### src/rtl/tas_pkg.sv
// Shared encodings for the two-port conditional-update memory.
// Assumes op and condition fields are 2 bits wide on every port.
package tas_pkg;
    typedef enum logic [1:0] {
        OP_NONE  = 2'b00,
        OP_READ  = 2'b01,
        OP_WRITE = 2'b10,
        OP_TAS   = 2'b11
    } op_e;

    typedef enum logic [1:0] {
        TST_ALWAYS  = 2'b00,
        TST_EQUAL   = 2'b01,
        TST_ZERO    = 2'b10,
        TST_NONZERO = 2'b11
    } test_e;

    typedef enum logic {
        ST_IDLE = 1'b0,
        ST_EVAL = 1'b1
    } port_state_e;
endpackage

### src/rtl/tas_mem.sv
// Word storage with two combinational read ports and two write ports.
// Assumes the callers never write the same address in one cycle.
module tas_mem #(
    parameter int DATA_W = 8,
    parameter int ADDR_W = 4
) (
    input  logic                          clk,
    input  logic                          rst_n,
    input  logic [1:0]                    we,
    input  logic [1:0][ADDR_W-1:0]        waddr,
    input  logic [1:0][DATA_W-1:0]        wdata,
    input  logic [1:0][ADDR_W-1:0]        raddr,
    output logic [1:0][DATA_W-1:0]        rdata
);
    localparam int DEPTH = 1 << ADDR_W;

    logic [DATA_W-1:0] words_q [DEPTH];

    // Clear on reset, otherwise apply each port's write.
    always_ff @(posedge clk) begin
        if (!rst_n) begin
            for (int i = 0; i < DEPTH; i++) words_q[i] <= '0;
        end else begin
            for (int p = 0; p < 2; p++) begin
                if (we[p]) words_q[waddr[p]] <= wdata[p];
            end
        end
    end

    // Combinational read for each port.
    always_comb begin
        for (int p = 0; p < 2; p++) rdata[p] = words_q[raddr[p]];
    end

    AST_WRITE_DISJOINT: assert property (@(posedge clk) disable iff (!rst_n)
        (we[0] && we[1]) |-> (waddr[0] != waddr[1])) else $error("dual write to one word");
endmodule

### src/rtl/tas_conflict.sv
// Decides which port requests are refused with busy. Modifying requests
// that hit the other port's reservation are refused. In sentinel mode an
// update is refused when it reads the marker word. On a same-cycle
// modifying tie, port B loses.
module tas_conflict #(
    parameter int              DATA_W    = 8,
    parameter int              ADDR_W    = 4,
    parameter bit              SENTINEL  = 1'b0,
    parameter logic [DATA_W-1:0] FLAG_WORD = '1
) (
    input  logic [1:0]                 mod_issue,
    input  logic [1:0]                 tas_issue,
    input  logic [1:0][ADDR_W-1:0]     addr,
    input  logic [1:0][DATA_W-1:0]     rd_word,
    input  logic [1:0]                 rsv_valid,
    input  logic [1:0][ADDR_W-1:0]     rsv_addr,
    output logic [1:0]                 busy
);
    logic [1:0] rsv_hit;
    logic [1:0] tas_block;
    logic [1:0] wr_block;
    logic       tie;

    for (genvar g = 0; g < 2; g++) begin : g_port
        localparam int OTHER = 1 - g;
        // Does this port's address fall on the other port's reservation.
        assign rsv_hit[g] = rsv_valid[OTHER] && (rsv_addr[OTHER] == addr[g]);
        if (SENTINEL) begin : g_sentinel
            // Update refused when the word already carries the marker.
            assign tas_block[g] = tas_issue[g] && (rd_word[g] == FLAG_WORD);
        end else begin : g_reserve
            // Update refused when the address is reserved.
            assign tas_block[g] = tas_issue[g] && rsv_hit[g];
        end
        // Plain write refused on a reserved address.
        assign wr_block[g] = mod_issue[g] && !tas_issue[g] && rsv_hit[g];
    end

    // Same-cycle modifying requests to one address: A wins.
    assign tie = mod_issue[0] && mod_issue[1] && (addr[0] == addr[1]);

    // Combine refusal causes per port.
    always_comb begin
        busy[0] = tas_block[0] || wr_block[0];
        busy[1] = tas_block[1] || wr_block[1] || tie;
    end
endmodule

### src/rtl/tas_port_ctrl.sv
// Per-port sequencer. Reads and writes complete in one cycle. An update
// takes a reserve cycle (capture prior word) and an evaluate cycle
// (conditional write), and the response appears one cycle later.
// Assumes busy_i is resolved combinationally in the issue cycle.
module tas_port_ctrl
    import tas_pkg::*;
#(
    parameter int                DATA_W    = 8,
    parameter int                ADDR_W    = 4,
    parameter bit                SENTINEL  = 1'b0,
    parameter logic [DATA_W-1:0] FLAG_WORD = '1
) (
    input  logic              clk,
    input  logic              rst_n,
    input  logic              req_i,
    input  logic [1:0]        op_i,
    input  logic [ADDR_W-1:0] addr_i,
    input  logic [DATA_W-1:0] wdata_i,
    input  logic [DATA_W-1:0] cmp_i,
    input  logic [1:0]        test_i,
    input  logic              busy_i,
    input  logic [DATA_W-1:0] rd_word_i,
    input  logic              fwd_hit_i,
    input  logic [DATA_W-1:0] fwd_word_i,
    output logic              ready_o,
    output logic              mod_issue_o,
    output logic              tas_issue_o,
    output logic              rsv_valid_o,
    output logic [ADDR_W-1:0] rsv_addr_o,
    output logic [DATA_W-1:0] held_o,
    output logic              we_o,
    output logic [ADDR_W-1:0] waddr_o,
    output logic [DATA_W-1:0] wdata_o,
    output logic              rsp_valid_o,
    output logic              rsp_busy_o,
    output logic              rsp_pass_o,
    output logic [DATA_W-1:0] rsp_data_o
);
    port_state_e       state_q;
    logic [ADDR_W-1:0] addr_q;
    logic [DATA_W-1:0] old_q;
    logic [DATA_W-1:0] val_q;
    logic [DATA_W-1:0] cmp_q;
    test_e             test_q;
    op_e               op;
    logic              accept;
    logic              pass_w;

    // Condition evaluation on the captured prior word.
    function automatic logic cond_holds(test_e t, logic [DATA_W-1:0] w, logic [DATA_W-1:0] c);
        case (t)
            TST_ALWAYS:  return 1'b1;
            TST_EQUAL:   return w == c;
            TST_ZERO:    return w == '0;
            default:     return w != '0;
        endcase
    endfunction

    // Decode the request and its acceptance.
    always_comb begin
        op          = op_e'(op_i);
        ready_o     = (state_q == ST_IDLE);
        accept      = req_i && ready_o && (op != OP_NONE);
        mod_issue_o = req_i && ready_o && (op == OP_WRITE || op == OP_TAS);
        tas_issue_o = req_i && ready_o && (op == OP_TAS);
        pass_w      = cond_holds(test_q, old_q, cmp_q);
        rsv_valid_o = (state_q == ST_EVAL);
        rsv_addr_o  = addr_q;
        held_o      = old_q;
    end

    // Memory write request: conditional store, plain write or marker park.
    always_comb begin
        we_o    = 1'b0;
        waddr_o = addr_i;
        wdata_o = wdata_i;
        if (state_q == ST_EVAL) begin
            waddr_o = addr_q;
            wdata_o = pass_w ? val_q : old_q;
            we_o    = SENTINEL ? 1'b1 : pass_w;
        end else if (accept && !busy_i) begin
            if (op == OP_WRITE) begin
                we_o = 1'b1;
            end else if (op == OP_TAS && SENTINEL) begin
                we_o    = 1'b1;
                wdata_o = FLAG_WORD;
            end
        end
    end

    // Sequencer state, captured operands and registered responses.
    always_ff @(posedge clk) begin
        if (!rst_n) begin
            state_q     <= ST_IDLE;
            addr_q      <= '0;
            old_q       <= '0;
            val_q       <= '0;
            cmp_q       <= '0;
            test_q      <= TST_ALWAYS;
            rsp_valid_o <= 1'b0;
            rsp_busy_o  <= 1'b0;
            rsp_pass_o  <= 1'b0;
            rsp_data_o  <= '0;
        end else begin
            rsp_valid_o <= 1'b0;
            rsp_busy_o  <= 1'b0;
            rsp_pass_o  <= 1'b0;
            if (state_q == ST_EVAL) begin
                rsp_valid_o <= 1'b1;
                rsp_pass_o  <= pass_w;
                rsp_data_o  <= old_q;
                state_q     <= ST_IDLE;
            end else if (accept) begin
                rsp_data_o <= '0;
                if (busy_i) begin
                    rsp_valid_o <= 1'b1;
                    rsp_busy_o  <= 1'b1;
                end else begin
                    case (op)
                        OP_READ: begin
                            rsp_valid_o <= 1'b1;
                            rsp_data_o  <= fwd_hit_i ? fwd_word_i : rd_word_i;
                        end
                        OP_WRITE: rsp_valid_o <= 1'b1;
                        default: begin
                            state_q <= ST_EVAL;
                            addr_q  <= addr_i;
                            old_q   <= rd_word_i;
                            val_q   <= wdata_i;
                            cmp_q   <= cmp_i;
                            test_q  <= test_e'(test_i);
                        end
                    endcase
                end
            end
        end
    end

    AST_RSP_AFTER_EVAL: assert property (@(posedge clk) disable iff (!rst_n)
        rsv_valid_o |=> (rsp_valid_o && !rsp_busy_o)) else $error("update response missing");
    AST_RESERVE_ONE_CYCLE: assert property (@(posedge clk) disable iff (!rst_n)
        rsv_valid_o |=> !rsv_valid_o) else $error("reservation held too long");
    AST_RESERVE_FROM_ISSUE: assert property (@(posedge clk) disable iff (!rst_n)
        $rose(rsv_valid_o) |-> $past(tas_issue_o && !busy_i)) else $error("reservation without issue");
endmodule

### src/rtl/tas_dpram.sv
// Top of the two-port memory with atomic conditional update. Wires two
// port sequencers to shared storage and the busy arbiter.
// Assumes requests are held only for the cycle they are presented.
module tas_dpram #(
    parameter int                DATA_W    = 8,
    parameter int                ADDR_W    = 4,
    parameter bit                SENTINEL  = 1'b0,
    parameter logic [DATA_W-1:0] FLAG_WORD = '1
) (
    input  logic              clk,
    input  logic              rst_n,
    input  logic              a_req,
    input  logic [1:0]        a_op,
    input  logic [ADDR_W-1:0] a_addr,
    input  logic [DATA_W-1:0] a_wdata,
    input  logic [DATA_W-1:0] a_cmp,
    input  logic [1:0]        a_test,
    output logic              a_ready,
    output logic              a_rsp_valid,
    output logic              a_rsp_busy,
    output logic              a_rsp_pass,
    output logic [DATA_W-1:0] a_rsp_data,
    input  logic              b_req,
    input  logic [1:0]        b_op,
    input  logic [ADDR_W-1:0] b_addr,
    input  logic [DATA_W-1:0] b_wdata,
    input  logic [DATA_W-1:0] b_cmp,
    input  logic [1:0]        b_test,
    output logic              b_ready,
    output logic              b_rsp_valid,
    output logic              b_rsp_busy,
    output logic              b_rsp_pass,
    output logic [DATA_W-1:0] b_rsp_data
);
    logic [1:0]              req, ready, mod_issue, tas_issue, busy;
    logic [1:0]              rsv_valid, we, fwd_hit;
    logic [1:0]              rsp_valid, rsp_busy, rsp_pass;
    logic [1:0][1:0]         op, test;
    logic [1:0][ADDR_W-1:0]  addr, rsv_addr, waddr;
    logic [1:0][DATA_W-1:0]  wdata, cmp, rd_word, held, mem_wdata, rsp_data;

    // Gather port pins into indexed form.
    always_comb begin
        req   = {b_req, a_req};
        op    = {b_op, a_op};
        addr  = {b_addr, a_addr};
        wdata = {b_wdata, a_wdata};
        cmp   = {b_cmp, a_cmp};
        test  = {b_test, a_test};
    end

    // Scatter indexed results back to port pins.
    always_comb begin
        {b_ready, a_ready}         = ready;
        {b_rsp_valid, a_rsp_valid} = rsp_valid;
        {b_rsp_busy, a_rsp_busy}   = rsp_busy;
        {b_rsp_pass, a_rsp_pass}   = rsp_pass;
        a_rsp_data                 = rsp_data[0];
        b_rsp_data                 = rsp_data[1];
    end

    for (genvar g = 0; g < 2; g++) begin : g_port
        localparam int OTHER = 1 - g;
        // Reads of the other port's reserved word see its held prior value.
        assign fwd_hit[g] = rsv_valid[OTHER] && (rsv_addr[OTHER] == addr[g]);

        tas_port_ctrl #(
            .DATA_W(DATA_W), .ADDR_W(ADDR_W),
            .SENTINEL(SENTINEL), .FLAG_WORD(FLAG_WORD)
        ) u_ctrl (
            .clk(clk), .rst_n(rst_n),
            .req_i(req[g]), .op_i(op[g]), .addr_i(addr[g]),
            .wdata_i(wdata[g]), .cmp_i(cmp[g]), .test_i(test[g]),
            .busy_i(busy[g]), .rd_word_i(rd_word[g]),
            .fwd_hit_i(fwd_hit[g]), .fwd_word_i(held[OTHER]),
            .ready_o(ready[g]), .mod_issue_o(mod_issue[g]), .tas_issue_o(tas_issue[g]),
            .rsv_valid_o(rsv_valid[g]), .rsv_addr_o(rsv_addr[g]), .held_o(held[g]),
            .we_o(we[g]), .waddr_o(waddr[g]), .wdata_o(mem_wdata[g]),
            .rsp_valid_o(rsp_valid[g]), .rsp_busy_o(rsp_busy[g]),
            .rsp_pass_o(rsp_pass[g]), .rsp_data_o(rsp_data[g])
        );
    end

    tas_conflict #(
        .DATA_W(DATA_W), .ADDR_W(ADDR_W),
        .SENTINEL(SENTINEL), .FLAG_WORD(FLAG_WORD)
    ) u_conflict (
        .mod_issue(mod_issue), .tas_issue(tas_issue), .addr(addr),
        .rd_word(rd_word), .rsv_valid(rsv_valid), .rsv_addr(rsv_addr),
        .busy(busy)
    );

    tas_mem #(.DATA_W(DATA_W), .ADDR_W(ADDR_W)) u_mem (
        .clk(clk), .rst_n(rst_n),
        .we(we), .waddr(waddr), .wdata(mem_wdata),
        .raddr(addr), .rdata(rd_word)
    );

    AST_RESERVATIONS_DISTINCT: assert property (@(posedge clk) disable iff (!rst_n)
        !(rsv_valid[0] && rsv_valid[1] && rsv_addr[0] == rsv_addr[1])) else $error("word reserved twice");
    AST_NO_WRITE_INTO_RESERVED: assert property (@(posedge clk) disable iff (!rst_n)
        (rsv_valid[0] && we[1]) |-> (waddr[1] != rsv_addr[0])) else $error("B wrote reserved word");
    AST_BUSY_IS_ONE_CYCLE: assert property (@(posedge clk) disable iff (!rst_n)
        rsp_busy[1] |-> rsp_valid[1]) else $error("busy without valid");
endmodule

### config.mk
export PLATFORM = sky130hd
export DESIGN_NAME = tas_dpram
export DESIGN_NICKNAME = d
export VERILOG_FILES = /design/src/rtl/tas_pkg.sv /design/src/rtl/tas_mem.sv /design/src/rtl/tas_conflict.sv /design/src/rtl/tas_port_ctrl.sv /design/src/rtl/tas_dpram.sv
export SDC_FILE = /design/constraint.sdc
export NUM_CORES = 1
export LEC_CHECK = 0
export BUFFER_PORTS_ARGS = -buffer_cell sky130_fd_sc_hd__buf_2
export CAP_MARGIN = 20
export CORE_MARGIN = 8
export CORE_UTILIZATION = 45
export DETAILED_ROUTE_END_ITERATION = 10
export PLACE_DENSITY = 0.7
export SLEW_MARGIN = 20
export SYNTH_ARGS = -nofsm -noshare
export SYNTH_HDL_FRONTEND = slang
export SYNTH_SLANG_ARGS = --single-unit
### constraint.sdc
create_clock -name clk -period 3.76 [get_ports clk]
set_clock_uncertainty 0.1 [all_clocks]
set_input_delay 1.128 -clock clk [delete_from_list [all_inputs] [get_ports clk]]
set_output_delay 1.128 -clock clk [all_outputs]
set_load 0.1 [all_outputs]
==> impl_metrics.tcl <==
set metrics [dict create \
    cts_sinks 212 \
    diodes 0 \
    core_area_um2 26100 \
    fillers 2246 \
    cts.hold.buffers_added 0 \
    mostFrequentLayoutCell "edfxtp_1" \
    max-slew-margin-rel_pct 35.4 \
    h-tree-depth 1 \
    grt_pass1_wl_um 55900 \
    status "finished, final reports clean" \
    hold_depth 2 \
    setup_viol 0 \
    syn-cell-area_um2 11900 \
    seq_area_frac_synth_pct 46.4 \
    ant_nets 0 \
    path_clk_slew_ns 0.06 \
    fin_nets 1167 \
    ys_ff_latch 212 \
    grt_pass1_vias 9095 \
    irDropWorstVdd_v 0.000367 \
    insertion_delay_ns 0.53 \
    worstPathMaxFanout 24 \
    die_x_um 179 \
    reg2reg_slack_ns 0.69 \
    wl_per_cell_um 25.9 \
    cp_slowest_stage_delay_ns 0.41 \
    hpwlAfterDp_um 26900 \
    root_buffer "clkbuf_16" \
    tns_ns 0 \
    r2r_end "u_mem.words_q[0][2]$_DFFE_PP_" \
    drv_cap 0 \
    drive_above_1_share_pct 25.6 \
    grt_max_degree 44 \
    place_inst 1416 \
    hold_end "g_port[0].u_ctrl.val_q[7]$_SDFFE_PN0P_" \
    cts_tree "built" \
    track_usage_pct 23.0 \
    start_util_pct 45.7 \
    synth_flop_cell "edfxtp_1" \
    synth.distinct_cells 53 \
    r2r_cells 7 \
    antenna_found_initial 0 \
    fp.dieH_um 179 \
    path_cells "buf_4, clkinv_1, buf_2" \
    mostFrequentLayoutCells "edfxtp_1 (128), o22ai_1 (123), mux2i_1 (89), dfxtp_1 (84), mux4_2 (80)" \
    fin_util_pct 52.5 \
    syn_avg_cell_area_um2 11.7 \
    drv_slew 0 \
    critPathCaptureType "output pin" \
    clock.fmax_mhz 312 \
    synthCells 1023 \
    cp-start-kind "flip-flop" \
    area_growth_pct 14.8 \
    rsz0062_at_grt "false" \
    wl_um 37900 \
    num_io_pins 76 \
    synth_warnings 0 \
    finalCritPeriodShare_pct 85.3 \
    clk_path_buf_depth 3 \
    finalPower_mw 5.90 \
    cp_top_family "buffers and inverters" \
    cp.arrival_ns 1.98 \
    dieArea_um2 31900 \
    period_needed_ns 3.21 \
    crit_path_top_delay_cell "dfxtp_1" \
    fin_cells 1460 \
    grt-ovfl-total 0 \
    powerDensity_nw_per_um2 431 \
    drc 0 \
    first_iter_violations 1424 \
    num_rows 59 \
    num_vias 9572 \
    worstHoldStart "g_port[0].u_ctrl.val_q[7]$_SDFFE_PN0P_" \
    cts_resized 0 \
    syn_nets 1083 \
    synth-edff-count 128 \
    cp_num_buf_inv 3 \
    place_congestion 0.996 \
    worstPathRequired_ns 2.53 \
    numPortBuffers 75 \
    worst_pin_slew_ns 0.967 \
    numCtsBuffers 24 \
    hold_class "reg -> reg" \
    avgViaCountPerCell 6.56 \
    ys_async_sr_fraction_pct 0 \
    first_pass_iters 5 \
    critical_path_class "reg -> out" \
    r2r-start "g_port[0].u_ctrl.held_o[4]$_SDFFE_PN0P_" \
    hold_violations 0 \
    multi_input_area_um2 5910 \
    p_leak_nw 4.79 \
    postCtsSetupBuffers 0 \
    seq_area_um2 5530 \
]
## power by group
| group | switching, mW | internal (mW) | total (mW) | leakage [nW] |
|---|---|---|---|---|
| sequential | 0.0851 | 2.56 | 2.65 | 2.00 |
| clock | 0.960 | 1.39 | 2.35 | 0.392 |
| combinational | 0.547 | 0.350 | 0.897 | 2.40 |
| total | 1.59 | 4.30 | 5.90 | 4.79 |
## cell families after synthesis
group / share of synthesized area [%]
AND/OR/NAND/NOR: 12.4
flip-flops: 46.4
AO/OA/AOI/OAI: 11.6
adder cells (fa/ha/maj): 0.840
multiplexers: 22.6
XOR/XNOR: 2.06
buffers and inverters: 4.16
## how the worst max path moves through the flow
stage | start | end | depth (start not counted)
after global routing | a_op[0] | u_mem.words_q[0][2]$_DFFE_PP_ | 10
after CTS | g_port[0].u_ctrl.rsv_valid_o$_SDFF_PP0_ | a_ready | 3
after global placement | a_op[0] | u_mem.words_q[6][0]$_DFFE_PP_ | 10
after floorplan | a_op[0] | u_mem.words_q[8][0]$_DFFE_PP_ | 7
final | g_port[0].u_ctrl.rsv_valid_o$_SDFF_PP0_ | a_ready | 3
after detailed placement | a_op[0] | u_mem.words_q[0][5]$_DFFE_PP_ | 10
## sequential cells by signal, summed over array words and instances (netlist names)
name	flops
g_port.u_ctrl.cmp_q	16
g_port.u_ctrl.held_o	16
g_port.u_ctrl.rsp_busy_o	2
g_port.u_ctrl.rsp_data_o	16
g_port.u_ctrl.rsp_pass_o	2
g_port.u_ctrl.rsp_valid_o	2
g_port.u_ctrl.rsv_addr_o	8
g_port.u_ctrl.rsv_valid_o	2
g_port.u_ctrl.test_q	4
g_port.u_ctrl.val_q	16
u_mem.words_q	128
## metal layers
metal	GRT usage, %	vias up	wire, µm
li1	-	4123	-
met1	29.7	4606	13800
met2	36.8	713	17300
met3	5.62	130	4920
met4	9.20	0	1820
met5	0	-	0
## worst register-to-register path, stage by stage (launching register included)
cell and delay (ns):
dfxtp_1 0.39, or4_4 0.56, o21ai_4 0.21, xor2_1 0.29
o21ai_0 0.12, nand3_1 0.18, nand2_1 0.61, o22ai_1 0.41
## synth_stat cells (3+ instances only)
cell      number  area [µm²]
nand2_1       73         274
nand3_1       34         170
mux4_2        80        1800
o22ai_1      123         769
or2b_2         5        43.8
buf_1          5        18.8
a21oi_1       15        75.1
xnor2_1       10        87.6
nand3b_1       8        60.1
nor3b_1        5        37.5
o21a_1         4        30.0
o21ai_0       47         235
nor2b_1       62         388
and2_1         5        31.3
or2_2          4        25.0
xor2_1        18         158
nand2b_1      12        75.1
o21ai_1       16        80.1
nor2_1        26        97.6
nor3_1        12        60.1
clkbuf_1      43         161
buf_2         33         165
nand4_1        7        43.8
ha_1           8         100
buf_6          7        78.8
mux2i_1       89         891
or3_1          3        18.8
a31oi_1        8        50.1
edfxtp_1     128        3840
inv_1         14        52.6
o21ai_2        3        26.3
nor4_1         4        25.0
dfxtp_1       84        1680
## final cells by class
type	count	area share, %
Clock buffer	40	5.60
Inverter	15	0.411
Clock inverter	4	0.183
Timing Repair Buffer	148	7.20
Tap cell	335	3.06
Multi-Input combinational cell	706	43.2
Sequential cell	212	40.4
## per-stage QoR
stage	worst slack [ns]	area, µm²	hold WS [ns]
after CTS	0.582	13700	0.422
final	0.554	13700	0.420
after global routing	0.467	13700	0.442
after detailed placement	0.131	12900	0.403
after global placement	0.238	12900	0.388
after floorplan	0.0493	11900	0.376
Power figures use the tool's default switching activity.
